## config.mk

```make
export PLATFORM = sky130hd
export DESIGN_NAME = aes_state_rotator
export DESIGN_NICKNAME = d
export VERILOG_FILES = /design/src/rtl/aes_rot_pkg.sv /design/src/rtl/aes_rot_ctrl.sv /design/src/rtl/aes_state_array.sv /design/src/rtl/aes_state_rotator.sv
export SDC_FILE = /design/constraint.sdc
export NUM_CORES = 1
export LEC_CHECK = 0
export ABC_AREA = 1
export ABC_CLOCK_PERIOD_IN_PS = 1700
export BUFFER_PORTS_ARGS = -buffer_cell sky130_fd_sc_hd__buf_2
export CAP_MARGIN = 40
export CORE_ASPECT_RATIO = 0.5
export CORE_MARGIN = 2
export CORE_UTILIZATION = 50
export CTS_CLUSTER_DIAMETER = 30
export DETAILED_ROUTE_END_ITERATION = 10
export GPL_TIMING_DRIVEN = 0
export PLACE_DENSITY = 0.66
export SETUP_SLACK_MARGIN = 0.05
export SYNTH_ARGS = -nofsm -noshare
export SYNTH_HDL_FRONTEND = slang
export SYNTH_SLANG_ARGS = --single-unit
```

## constraint.sdc

```tcl
create_clock -name clk -period 1.7 [get_ports clk]
set_input_delay 0.17 -clock clk [delete_from_list [all_inputs] [get_ports clk]]
set_output_delay 0.17 -clock clk [all_outputs]
set_load 0.02 [all_outputs]
```

## src/rtl/aes_rot_pkg.sv

```systemverilog
package aes_rot_pkg;

    typedef enum logic [1:0] {
        ST_IDLE   = 2'd0,
        ST_ROTATE = 2'd1,
        ST_FINISH = 2'd2
    } rot_state_e;

    typedef enum logic {
        DIR_FWD = 1'b0,
        DIR_INV = 1'b1
    } rot_dir_e;

endpackage

```

## src/rtl/aes_rot_ctrl.sv

```systemverilog
module aes_rot_ctrl
    import aes_rot_pkg::*;
#(
    parameter int NUM_ROWS = 4
) (
    input  logic                clk,
    input  logic                rst_n,
    input  logic                start,
    input  logic                shift_en,
    input  logic                inverse,
    output logic                busy,
    output logic                rotating,
    output logic                load_shift,
    output logic                done,
    output logic [NUM_ROWS-1:0] row_en
);

    localparam int STEP_W    = $clog2(NUM_ROWS);
    localparam int LAST_STEP = NUM_ROWS - 2;

    rot_state_e        state_q, state_d;
    rot_dir_e          dir_q, dir_d;
    logic [STEP_W-1:0] step_q, step_d;

    // state register
    always_ff @(posedge clk or negedge rst_n) begin
        if (!rst_n) begin
            state_q <= ST_IDLE;
            dir_q   <= DIR_FWD;
            step_q  <= '0;
        end else begin
            state_q <= state_d;
            dir_q   <= dir_d;
            step_q  <= step_d;
        end
    end

    // transitions: accept, last-step, release
    always_comb begin
        state_d = state_q;
        dir_d   = dir_q;
        step_d  = step_q;
        unique case (state_q)
            ST_IDLE: begin
                if (start) begin
                    state_d = ST_ROTATE;
                    step_d  = '0;
                    dir_d   = inverse ? DIR_INV : DIR_FWD;
                end
            end
            ST_ROTATE: begin
                if (step_q == STEP_W'(LAST_STEP)) begin
                    state_d = ST_FINISH;
                end else begin
                    step_d = step_q + 1'b1;
                end
            end
            ST_FINISH: state_d = ST_IDLE;
            default:   state_d = ST_IDLE;
        endcase
    end

    // outputs decoded from the current state
    always_comb begin
        busy       = 1'b0;
        rotating   = 1'b0;
        load_shift = 1'b0;
        done       = 1'b0;
        unique case (state_q)
            ST_IDLE:   load_shift = shift_en && !start;
            ST_ROTATE: begin
                busy     = 1'b1;
                rotating = 1'b1;
            end
            ST_FINISH: begin
                busy = 1'b1;
                done = 1'b1;
            end
            default: busy = 1'b0;
        endcase
    end

    // per-row gated enables: the rotation amount is set by how many steps a row is enabled
    for (genvar r = 0; r < NUM_ROWS; r++) begin : g_row_en
        if (r == 0) begin : g_fixed
            assign row_en[r] = 1'b0;
        end else begin : g_moving
            assign row_en[r] = rotating &&
                ((dir_q == DIR_FWD) ? (step_q < STEP_W'(r))
                                    : (step_q < STEP_W'(NUM_ROWS - r)));
        end
    end

endmodule

```

## src/rtl/aes_state_array.sv

```systemverilog
module aes_state_array #(
    parameter int BYTE_W   = 8,
    parameter int NUM_ROWS = 4,
    parameter int NUM_COLS = 4
) (
    input  logic                                  clk,
    input  logic                                  rst_n,
    input  logic                                  load_shift,
    input  logic [NUM_ROWS-1:0]                   row_en,
    input  logic [BYTE_W-1:0]                     byte_in,
    output logic [BYTE_W-1:0]                     byte_out,
    output logic [NUM_ROWS*NUM_COLS*BYTE_W-1:0]   cells_flat
);

    localparam int NUM_CELLS = NUM_ROWS * NUM_COLS;

    for (genvar r = 0; r < NUM_ROWS; r++) begin : g_row
        for (genvar c = 0; c < NUM_COLS; c++) begin : g_col
            localparam int IDX     = r + NUM_ROWS * c;
            localparam int ROT_IDX = r + NUM_ROWS * ((c + 1) % NUM_COLS);

            logic [BYTE_W-1:0] q;
            logic [BYTE_W-1:0] ser_src;

            if (IDX == NUM_CELLS - 1) begin : g_tail
                assign ser_src = byte_in;
            end else begin : g_link
                assign ser_src = cells_flat[(IDX + 1) * BYTE_W +: BYTE_W];
            end

            always_ff @(posedge clk or negedge rst_n) begin
                if (!rst_n) begin
                    q <= '0;
                end else if (load_shift) begin
                    q <= ser_src;
                end else if (row_en[r]) begin
                    q <= cells_flat[ROT_IDX * BYTE_W +: BYTE_W];
                end
            end

            assign cells_flat[IDX * BYTE_W +: BYTE_W] = q;
        end
    end

    assign byte_out = cells_flat[BYTE_W-1:0];

endmodule

```

## src/rtl/aes_state_rotator.sv

```systemverilog
module aes_state_rotator #(
    parameter int BYTE_W   = 8,
    parameter int NUM_ROWS = 4,
    parameter int NUM_COLS = 4
) (
    input  logic              clk,
    input  logic              rst_n,
    input  logic [BYTE_W-1:0] byte_in,
    input  logic              shift_en,
    input  logic              start,
    input  logic              inverse,
    output logic [BYTE_W-1:0] byte_out,
    output logic              done
);

    localparam int STATE_BITS = NUM_ROWS * NUM_COLS * BYTE_W;

    logic                  busy;
    logic                  rotating;
    logic                  load_shift;
    logic [NUM_ROWS-1:0]   row_en;
    logic [STATE_BITS-1:0] cells_flat;

    aes_rot_ctrl #(
        .NUM_ROWS (NUM_ROWS)
    ) u_ctrl (
        .clk        (clk),
        .rst_n      (rst_n),
        .start      (start),
        .shift_en   (shift_en),
        .inverse    (inverse),
        .busy       (busy),
        .rotating   (rotating),
        .load_shift (load_shift),
        .done       (done),
        .row_en     (row_en)
    );

    aes_state_array #(
        .BYTE_W   (BYTE_W),
        .NUM_ROWS (NUM_ROWS),
        .NUM_COLS (NUM_COLS)
    ) u_array (
        .clk        (clk),
        .rst_n      (rst_n),
        .load_shift (load_shift),
        .row_en     (row_en),
        .byte_in    (byte_in),
        .byte_out   (byte_out),
        .cells_flat (cells_flat)
    );

endmodule

```

* Word-level counts from Yosys, hierarchy flattened *
Index checks and enable logic that the tools add are counted.

word-level totals
  flip-flop bits (word level) = 133
  input bits = 13
  output and inout bits = 9
  logic and storage cells = 78

operators by class
  $add $sub $neg = 1
  $lt $le $gt $ge = 3
  equality and inequality tests = 6
  muxes and demuxes = 36
  reductions and logical operators = 13

operator list
  operator             number
  $mux 8               24
  $mux 2               4
  $pmux 2 s2           2
  $reduce_bool 2->1    4
  $mux 1               6
  $eq 2x2->1 const B   2
  $logic_and 1x1->1    4
  $lt 2x2->1 const B   2
  $ne 2x2->1 const B   2
  $reduce_and 2->1     2
  $reduce_and 3->1     1
  $add 2x1->2 const B  1
  $eq 2x1->1 const B   1
  $logic_not 2->1      1
  $lt 2x1->1 const B   1
  $ne 2x1->1 const B   1
  $logic_not 1->1      1

* Longest topological paths before layout *
  depth after elaboration = 5
  gate-level depth with buffers = 9
  depth with buffers taken out = 8

* Modules after synthesis *
From an unflattened synthesis, not the netlist that was laid out.

second synthesis, totals
  cell total of the unflattened synthesis = 1,005
  area, all modules = 7,019.2 um2

by module, submodules not included
  module           times used  cells each  area an instance (um2)  sequential area each (um2)
  aes_state_array  1           950         6,625.1                 3,203.1
  aes_rot_ctrl     1           55          394.1                   125.1

* Worst setup path after synthesis *
No wires, ideal clock.

  path kind = register to register
  start point = reg u_ctrl.step_q[0]
  end point = reg u_array.g_row[3].g_col[2].q[1]
  setup time = 0.117 ns
  arrival time = 1.251 ns
  required time = 1.583 ns
  setup slack = 0.332 ns
  stages on the path, launching flop included = 10
  path buffers = 1
  clock period less this slack = 1.368 ns
  path through = dfrtp_1 > inv_1 > ha_1 > inv_1 > nand2_1 > nand3_1 > nand2_1 > buf_2 > nand2_1 > nand2_1

on the way
  word-level cells in the longest chain between the ends = 4
  elaborated cells between the ends (all ways) = 5
  classes of those cells = order compare (2); mux (1); reduce/logical (2)

ends and longest elaborated chain
  item                                             line                                    RTL
  from (decl)                                      aes_rot_ctrl.sv:23                      logic [STEP_W-1:0] step_q, step_d;
  from (signal assigned)                           aes_rot_ctrl.sv:34                      step_q <= step_d;
  $lt 2x2->1 / $lt 2x1->1 (equally long branches)  aes_rot_ctrl.sv:89, aes_rot_ctrl.sv:90
  $mux 1 *                                         aes_rot_ctrl.sv:89                      ((dir_q == DIR_FWD) ? (step_q < STEP_W'(r))
  $logic_and 1x1->1 *                              aes_rot_ctrl.sv:88                      assign row_en[r] = rotating &&
  $reduce_bool 2->1 (no source line) *             --
  to (signal assigned)                             aes_state_array.sv:35                   q <= ser_src;
  to (signal assigned)                             aes_state_array.sv:37                   q <= cells_flat[ROT_IDX * BYTE_W +: BYTE_W];
  to (decl)                                        aes_state_array.sv:22                   logic [BYTE_W-1:0] q;

Mark *: on every way between the ends. The rest lies on a longest branch, timed or not.
A chain may end at the register's enable or synchronous reset.

* Worst setup path in the final report *
  start point = reg u_ctrl.state_q[0]
  end point = reg u_array.g_row[1].g_col[2].q[1]

on the way
  word-level cells in the longest chain between the ends = 4
  elaborated cells between the ends (all ways) = 7
  classes of those cells = eq/ne (1); mux (3); reduce/logical (3)

ends and longest elaborated chain
  item                                line                   RTL
  from (decl)                         aes_rot_ctrl.sv:21     rot_state_e state_q, state_d;
  from (signal assigned)              aes_rot_ctrl.sv:32     state_q <= state_d;
  $eq 2x1->1                          --
  $mux 1                              aes_rot_ctrl.sv:69     unique case (state_q)
  $logic_and 1x1->1                   aes_rot_ctrl.sv:88
  $reduce_bool 2->1 (no source line)  --
  to (signal assigned)                aes_state_array.sv:35
  to (signal assigned)                aes_state_array.sv:37
  to (decl)                           aes_state_array.sv:22

Several ways; a longest one is shown, not always the timed one.

==> impl_metrics.toml <==
[floorplan]
rows = 30
core_area_um2 = 13400
start_util = 0.508
die_w_um = 169
die_area_um2 = 14700
io_pins = 22
die_y_um = 86.6

[timing]
tightestPinTransition_ns = 0.674
drv_slew = 0
hold_viol_final = 0
holdWs_ns = 0.0553
period_minus_slack_ns = 1.67
finalSetupViolCount = 0
clock-skew-final_ns = 0.00791
relSlewSlack = 0.551
period_share = 0.984
rsz0062_at_grt = "true"
fmax_mhz = 598
fin_ws_ns = 0.0272

[detailed_routing]
topRoutingLayerUsed = "met4"
drt_first_pass_iters = 9
antenna_left = 0
wl_per_cell_um = 19.2
viasPerCell = 5.65
dr_wl_met2_um = 8810
wl_met3_um = 2920
m1WireLength_um = 10100
first_iter_violations = 945
routed-via-count = 6520
post-route-drc-count = 0
drt-total-wl_um = 22200

[worst_setup_path]
critPathKind = "reg2reg"
critical_path.max_stage_delay_ns = 0.45
crit_chain = "nor2_4, nand2_1, buf_2, clkbuf_1, nand3_1, nand2_1"
end_kind = "flop"
cp_max_fo = 10
cp_common_cell = "nand2_1"
worstPathRequired_ns = 2.06
crit_slowest_cell = "clkbuf_1"
cp-start-kind = "flop"
arrival_ns = 2.03

[pwr]
seq_power_share = 0.373
power.total_mw = 16.0
combPwrFrac = 0.394
p_per_area_nw_per_um2 = 2030
p_sw_mw = 7.13
p_int_mw = 8.86
p_clk_frac = 0.233
static-leakage-power_nw = 4.45
irDropWorstVdd_v = 0.000918
p_sw_frac = 0.446

[hold_path]
hp-class = "in2reg"

[clock_tree]
cts_buffers = 17
cts_sinks = 133
ctsRootBufferMaster = "clkbuf_16"
cts_buffer_depth = 2
path_clk_slew_ns = 0.06
htree_levels = 4
clock_latency_ns = 0.43
cts_tree = "yes"

[global_routing]
overflow = 0
grt_start_max_net_pins = 69
antenna_found_initial = 1
grt_pass1_wl_um = 34600
grt_pass1_vias = 6079
track_usage = 0.322

[final_layout]
diodes = 0
num-fill-cells = 1261
nets = 981
drive_gt1_frac = 0.128
final_area_um2 = 7870
syn_to_final_growth_pct = 15.3
layout_common_cells = "394 x nand2_1, 227 x nand3_1, 132 x dfrtp_1"
stdcell_count = 1153
final_common_cell = "nand2_1"

[placement]
post-place-cells = 1119
hpwl_um = 16000
routabilityCongestion = 0.915
place_area_um2 = 7190
place_ws_ns = -0.166
io_buffers = 21

[yosys]
synth_top_cell_by_area = "dfrtp_1"
netlist_instances = 921
ys_ff_latch = 133
avgSynthCellArea_um2 = 7.41
yosysTopAreaCellShare = 0.488
synth_nets = 937
syn-cell-area_um2 = 6830
synth.area.top_cells = "dfrtp_1 49%, nand2_1 22%, nand3_1 17%, nand3b_1 3.5%, buf_2 2.8%"
yosysSeqAreaShare = 0.488
ys_types = 15
yosys_warnings = 0

[flow_run]
maxCapViolCount = 0

[outcome]
outcome = "complete, no violations"
[sequential cells by signal, indices dropped and copies added, names as in the netlist]
| name | count |
|---|---|
| u_array.byte_out | 8 |
| u_ctrl.step_q | 2 |
| u_ctrl.dir_q | 1 |
| u_array.g_row.g_col.ser_src | 96 |
| u_array.g_row.g_col.q | 24 |
| u_ctrl.state_q | 2 |
[kinds of logic after synthesis]
logic type                 synth area share
buffers and inverters                0.0801
and+or+nand+nor                       0.425
DFF                                   0.488
AOI/OAI and AO/OA                   0.00146
adders and majority gates           0.00550
[path summary, 6_finish.rpt]
path	end	start	cells after the start	slack, ns
worst max-delay path	u_array.g_row[0].g_col[2].ser_src[1]	u_ctrl.state_q[0]	6	0.03
worst min-delay path	u_array.g_row[2].g_col[3].ser_src[7]	byte_in[7]	5	0.06
worst max register to register	u_array.g_row[0].g_col[2].ser_src[1]	u_ctrl.state_q[0]	6	0.03
worst min register to register	u_array.byte_out[0]	u_array.byte_out[0]	2	0.47
max in group asynchronous	u_ctrl.state_q[1]	rst_n	3	0.59
min in group asynchronous	u_array.g_row[2].g_col[0].ser_src[5]	rst_n	2	0.32
[routing by layer]
layer / up-vias / global-route usage
met3: 33 / 0.101
met4: 0 / 0.0963
li1: 3041 / -
met2: 359 / 0.436
met5: - / 0
met1: 3087 / 0.489
[power by group through the flow]
stage                     clock (mW)  sequential, mW  combinational, mW
after floorplan                    0            5.21               4.48
after global placement             0            5.87               5.85
after detailed placement           0            5.89               5.99
after CTS                       3.71            5.87               6.12
after global routing            3.88            6.05               7.07
final                           3.72            5.97               6.30
[critical path, delay by kind of cell (launching register included)]
family | cells | cell delay, ns
flops | 1 | 0.44
simple gates | 4 | 0.44
buf+inv | 2 | 0.72
[through the flow]
stage,TNS (ns),utilization
after floorplan,0,-
after global placement,-199.73,0.532
after detailed placement,-4.46,0.535
after CTS,0,0.582
after global routing,-0.0272,0.586
final,0,0.586
[synthesized netlist by cell type (all sizes together)]
cell type	number
a21oi	1
buf	53
clkbuf	26
dfrtp	133
ha	3
inv	40
nand2	396
nand3	230
nand3b	32
nor2	5
nor3	1
o21ai	1
[repair_timing]
item,4_1_cts,5_1_grt
endpoints found under the hold margin,68,0
resized for setup,16,16
buffers inserted,0,1
endpoints found under the setup margin,119,125
hold buffers,2,0
pin swaps,0,1
[layout make-up]
type,instances,area (um^2),share of cell area
Sequential cell,133,3330,0.423
Multi-Input combinational cell,669,2990,0.379
Clock buffer,20,457,0.0580
Buffer,79,434,0.0552
Tap cell,176,220,0.0280
Timing Repair Buffer,25,166,0.0211
Inverter,40,150,0.0191
Clock inverter,11,128,0.0162
Power figures use the tool's default switching activity.
